<file path="src/rtl/gain_trim_pkg.sv">
package gain_trim_pkg;
  localparam int unsigned DATA_W_DEF = 20;
  localparam int unsigned TRIM_W_DEF = 12;

  // coefficient carries unity plus a signed trim: two extra bits
  function automatic int unsigned coef_width(int unsigned trim_w);
    return trim_w + 2;
  endfunction
endpackage

</file>
<file path="src/rtl/gain_trim_coef_reg.sv">
module gain_trim_coef_reg #(
  parameter int unsigned TRIM_W = 12,
  parameter int unsigned COEF_W = TRIM_W + 2
) (
  input  logic                     clk_i,
  input  logic                     rst_ni,
  input  logic                     we_i,
  input  logic [TRIM_W-1:0]        trim_i,
  output logic signed [COEF_W-1:0] coef_o
);
  logic signed [TRIM_W-1:0] trim_q;

  always_ff @(posedge clk_i or negedge rst_ni) begin
    if (!rst_ni)   trim_q <= '0;
    else if (we_i) trim_q <= trim_i;
  end

  localparam logic signed [COEF_W-1:0] UNITY = COEF_W'(1) <<< TRIM_W;

  assign coef_o = UNITY + COEF_W'(trim_q);
endmodule

</file>
<file path="src/rtl/gain_trim_mul_stage.sv">
module gain_trim_mul_stage #(
  parameter int unsigned DATA_W = 20,
  parameter int unsigned COEF_W = 14,
  parameter int unsigned PROD_W = DATA_W + COEF_W
) (
  input  logic                     clk_i,
  input  logic                     rst_ni,
  input  logic                     valid_i,
  input  logic signed [DATA_W-1:0] data_i,
  input  logic signed [COEF_W-1:0] coef_i,
  output logic                     valid_o,
  output logic signed [PROD_W-1:0] prod_o
);
  logic signed [PROD_W-1:0] prod_d;

  assign prod_d = PROD_W'(data_i) * PROD_W'(coef_i);

  always_ff @(posedge clk_i or negedge rst_ni) begin
    if (!rst_ni) begin
      valid_o <= 1'b0;
      prod_o  <= '0;
    end else begin
      valid_o <= valid_i;
      if (valid_i) prod_o <= prod_d;
    end
  end
endmodule

</file>
<file path="src/rtl/gain_trim_sat_stage.sv">
module gain_trim_sat_stage #(
  parameter int unsigned DATA_W   = 20,
  parameter int unsigned PROD_W   = 34,
  parameter int unsigned SHIFT    = 12,
  parameter bit          SATURATE = 1'b1
) (
  input  logic                     clk_i,
  input  logic                     rst_ni,
  input  logic                     valid_i,
  input  logic signed [PROD_W-1:0] prod_i,
  output logic                     valid_o,
  output logic signed [DATA_W-1:0] data_o
);
  localparam int unsigned HI_W = PROD_W - DATA_W + 1;
  localparam logic signed [DATA_W-1:0] POS_MAX = {1'b0, {(DATA_W-1){1'b1}}};
  localparam logic signed [DATA_W-1:0] NEG_MIN = {1'b1, {(DATA_W-1){1'b0}}};

  logic signed [PROD_W-1:0] shifted;
  logic        [HI_W-1:0]   hi_bits;
  logic signed [DATA_W-1:0] res_d;

  // arithmetic shift: floor division by 2^SHIFT
  assign shifted = prod_i >>> SHIFT;
  assign hi_bits = shifted[PROD_W-1:DATA_W-1];

  generate
    if (SATURATE) begin : g_clamp
      always_comb begin
        if (&hi_bits || ~|hi_bits) res_d = shifted[DATA_W-1:0];
        else if (hi_bits[HI_W-1])  res_d = NEG_MIN;
        else                       res_d = POS_MAX;
      end
    end else begin : g_wrap
      assign res_d = shifted[DATA_W-1:0];
    end
  endgenerate

  always_ff @(posedge clk_i or negedge rst_ni) begin
    if (!rst_ni) begin
      valid_o <= 1'b0;
      data_o  <= '0;
    end else begin
      valid_o <= valid_i;
      if (valid_i) data_o <= res_d;
    end
  end
endmodule

</file>
<file path="src/rtl/gain_trim.sv">
module gain_trim
  import gain_trim_pkg::*;
#(
  parameter int unsigned DATA_W   = DATA_W_DEF,
  parameter int unsigned TRIM_W   = TRIM_W_DEF,
  parameter bit          SATURATE = 1'b1
) (
  input  logic              clk_i,
  input  logic              rst_ni,
  input  logic              in_valid_i,
  input  logic [DATA_W-1:0] in_data_i,
  input  logic              trim_we_i,
  input  logic [TRIM_W-1:0] trim_data_i,
  output logic              out_valid_o,
  output logic [DATA_W-1:0] out_data_o
);
  localparam int unsigned COEF_W = coef_width(TRIM_W);
  localparam int unsigned PROD_W = DATA_W + COEF_W;

  logic signed [COEF_W-1:0] coef;
  logic                     p_valid;
  logic signed [PROD_W-1:0] p_prod;
  logic signed [DATA_W-1:0] res;

  gain_trim_coef_reg #(.TRIM_W(TRIM_W), .COEF_W(COEF_W)) u_coef (
    .clk_i  (clk_i),
    .rst_ni (rst_ni),
    .we_i   (trim_we_i),
    .trim_i (trim_data_i),
    .coef_o (coef)
  );

  gain_trim_mul_stage #(.DATA_W(DATA_W), .COEF_W(COEF_W), .PROD_W(PROD_W)) u_mul (
    .clk_i   (clk_i),
    .rst_ni  (rst_ni),
    .valid_i (in_valid_i),
    .data_i  (in_data_i),
    .coef_i  (coef),
    .valid_o (p_valid),
    .prod_o  (p_prod)
  );

  gain_trim_sat_stage #(
    .DATA_W(DATA_W), .PROD_W(PROD_W), .SHIFT(TRIM_W), .SATURATE(SATURATE)
  ) u_sat (
    .clk_i   (clk_i),
    .rst_ni  (rst_ni),
    .valid_i (p_valid),
    .prod_i  (p_prod),
    .valid_o (out_valid_o),
    .data_o  (res)
  );

  assign out_data_o = res;
endmodule

</file>
<file path="config.mk">
export PLATFORM = sky130hd
export DESIGN_NAME = gain_trim
export DESIGN_NICKNAME = d
export VERILOG_FILES = /design/src/rtl/gain_trim_pkg.sv /design/src/rtl/gain_trim_coef_reg.sv /design/src/rtl/gain_trim_mul_stage.sv /design/src/rtl/gain_trim_sat_stage.sv /design/src/rtl/gain_trim.sv
export SDC_FILE = /design/constraint.sdc
export NUM_CORES = 1
export LEC_CHECK = 0
export BUFFER_PORTS_ARGS = -buffer_cell sky130_fd_sc_hd__buf_2
export CAP_MARGIN = 10
export CORE_MARGIN = 1.5
export CORE_UTILIZATION = 65
export CTS_CLUSTER_DIAMETER = 200
export CTS_CLUSTER_SIZE = 10
export DETAILED_ROUTE_END_ITERATION = 10
export PLACE_DENSITY = 0.84
export SLEW_MARGIN = 20
export SYNTH_ARGS = -nofsm -noshare
export SYNTH_HDL_FRONTEND = slang
export SYNTH_SLANG_ARGS = --single-unit
</file>
<file path="constraint.sdc">
create_clock -name clk_i -period 6.7 [get_ports clk_i]
set_input_delay 0.335 -clock clk_i [delete_from_list [all_inputs] [get_ports clk_i]]
set_output_delay 0.335 -clock clk_i [all_outputs]
set_load 0.005 [all_outputs]
</file>
==> summary.md <==
| Metric | Value |
|---|---|
| 1st-iter DRT viols | `380` |
| Global route total overflow | `0` |
| Initial DRT Pass Iterations | `5` |
| Cell mode on critical path | `fa_1` |
| # IOs | `57` |
| Worst-path clk slew | `0.08 ns` |
| Setup violators final | `0` |
| Cts hold-fix bufs | `0` |
| Crit path required time | `6.95 ns` |
| Sequential area share after synthesis | `0.1219` |
| Mapped Cells | `1,238` |
| Root Buffer | `clkbuf_16` |
| Top cell type's share of synthesized area | `0.3953` |
| Top post-synthesis cells by area | `fa_1, dfrtp_1, ha_1, inv_1, and2_1` |
| Min cycle time layout | `6.398 ns` |
| Final wirelength | `23.91 mm` |
| ANT cells | `0` |
| Final design area excluding fillers | `11,980 um^2` |
| Commonest non-fill, non-tap cell in the layout | `inv_1` |
| Setup TNS | `0 ns` |
| Final Hold Viols | `0` |
| CTS tree | `yes` |
| Total of max-cap violations | `0` |
| Tot GR Track Use | `0.2856` |
| Slowest cell delay on critical path | `0.77 ns` |
| Worst Max-Slew Pin Slew | `0.8194 ns` |
| Util after Layout | `0.6924` |
| Synthesized flop and latch total | `56` |
| Placer's final routability congestion estimate | `0.8787` |
| Commonest cells after routing, fill and taps aside | `inv_1, fa_1, nand2_1, and2_1, ha_1` |
| First-pass GRT wire length | `40.77 mm` |
| CORE AREA | `17,300 um^2` |
| Largest net degree at the start of global routing | `57` |
| # resized after CTS | `0` |
| Initial antenna violation count | `0` |
| Buf/Inv on CP | `4` |
| Share of layout cells above drive strength 1 | `0.09951` |
| Largest delay share family, worst path | `adder cells` |
| Crit share post-route | `0.9549` |
| Layout Skew | `0.01118 ns` |
| ANT nets after route | `0` |
| CP max stage cell | `dfrtp_1` |
| H-tree levels | `2` |
| Layout Nets | `1,595` |
| CP arrival | `6.65 ns` |
| Syn-to-layout area delta | `4.191%` |
| Synthesized area | `11,490 um^2` |
| Die span in y | `136.0 um` |
| Drt drc | `0` |
| Vias in the first global route | `9,056` |
| # Post-CTS Setup Buffers | `0` |
| Later-pin clock latency in the skew report | `0.31 ns` |
| Crit Path Category | `flop to flop` |
| Worst setup EP type | `flop` |
| Status | `finished clean` |
| Count of cell types in the netlist | `47` |
| Die ar. | `18,490 um^2` |
| Synthesized net count | `1,598` |
| Post-synth EDFFs | `0` |
| Async SR Flop Fraction | `1.000` |
| Worst path cell trace | `and2_1, inv_1, fa_1, fa_1, fa_1, inv_1, fa_1, fa_1, inv_1, fa_1, inv_1, ha_1, a21oi_1, o21bai_1, nor3_1, o211ai_2, a311o_1, or4b_1, nand3_1` |
| Critical path fanouts, max | `21` |
| Initial Util | `0.6646` |
| Post-synth top flop | `dfrtp_1` |
| Synth warnings | `0` |
| Slew Viols, Final | `0` |
| Via count | `8,117` |
| IO buf count | `56` |
| CTS Sinks | `56` |
| Critical path startpoint category | `flop` |
| Die Wd | `136.0 um` |
| DR vias/cell | `5.556` |
| Number of CTS-inserted buffers | `5` |
| Final HPWL DP | `19.61 mm` |
| FP Rows | `48` |
| Hold crit path type | `input pin to async pin` |
| Worst-case clock buffer depth | `2` |
| RSZ-0062 raised after global routing | `no` |
| WL/cell | `16.37 um` |
| Peak Freq | `0.1563 GHz` |
| Syn_area_per_cell | `9.285 um^2` |
| Slew HR | `0.4537` |
| Area post-placement | `11,820 um^2` |
| Post-synth top area cell | `fa_1` |
-- sequential cells by signal (all words and copies together) (netlist names) --
signal / cells
u_coef.trim_q: 12
u_sat.data_o: 20
u_mul.valid_o: 1
u_mul.prod_o: 22
u_sat.valid_o: 1
-- synthesized netlist by cell type (all sizes together) (2+ instances only) --
cell type  count
and3           2
clkbuf        67
a21boi         2
nand2        124
o211ai         5
inv          317
a221oi         3
xor2           8
a311oi         2
ha            97
and2         110
o21ai         13
nand3         10
or3            3
a21oi         18
fa           227
and4           3
nor2b          7
a31o           3
nand2b         4
xnor2         16
nor2          32
nor3           4
o22ai         21
o21a           5
dfrtp         56
a21o          12
nand3b         2
o21bai         3
nand4          4
mux2          44
a211oi         3
-- stage by stage --
step | worst slack (ns) | instances | hold slack [ns]
after detailed placement | 0.2705 | 1453 | 0.4929
after global routing | 0.007122 | 1461 | 0.2439
final | 0.3020 | 1461 | 0.1780
after global placement | 0.4356 | 1453 | 0.4907
after floorplan | 0.9076 | 1238 | 0.03941
after CTS | 0.2196 | 1461 | 0.2046
-- routing by layer --
metal  track usage  vias up  wire length, um
met5             0        -                0
met4        0.1300        0             1051
met3       0.03654       81              875
met2        0.5409      220            13140
met1        0.3181     4142             8844
li1              -     3674                -
-- layout make-up --
cell class | instances | area, um^2
clock buffers | 5 | 125.1
clock inverters | 3 | 27.53
multi-input cells | 797 | 8651
well taps | 225 | 281.5
fillers | 1297 | 5320
inverters | 317 | 1190
flip-flops and latches | 56 | 1406
repair buffers | 58 | 295.3
-- path summary, 6_finish.rpt --
check | startpoint | endpoint | slack, ns | cells after the start
hold / removal | rst_ni | u_mul.prod_o[12]$_DFFE_PN0P_ | 0.18 | 2
setup reg to reg | u_coef.trim_q[3]$_DFFE_PN0P_ | u_mul.prod_o[33]$_DFFE_PN0P_ | 0.30 | 19
hold reg to reg | u_sat.data_o[19]$_DFFE_PN0P_ | u_sat.data_o[19]$_DFFE_PN0P_ | 0.51 | 1
max in group asynchronous | rst_ni | u_coef.trim_q[9]$_DFFE_PN0P_ | 5.99 | 2
setup / recovery | u_coef.trim_q[3]$_DFFE_PN0P_ | u_mul.prod_o[33]$_DFFE_PN0P_ | 0.30 | 19
min in group clk_i | trim_data_i[10] | u_coef.trim_q[10]$_DFFE_PN0P_ | 0.25 | 2
-- logic make-up (layout without fill, tap and decap cells) --
family | after synthesis | after routing | share of synthesized area
adder cells (fa/ha/maj) | 324 | 324 | 0.5009
AND/OR/NAND/NOR | 308 | 308 | 0.1337
AO/OA/AOI/OAI | 95 | 95 | 0.05519
buffers and inverters | 385 | 383 | 0.1257
other | 1 | 1 | 0.0003262
multiplexers | 45 | 45 | 0.04398
flip-flops | 56 | 56 | 0.1219
XOR/XNOR | 24 | 24 | 0.01829
Power is not shown: default switching activity piles up to over one toggle a cycle in this logic, so the estimate is an artifact.
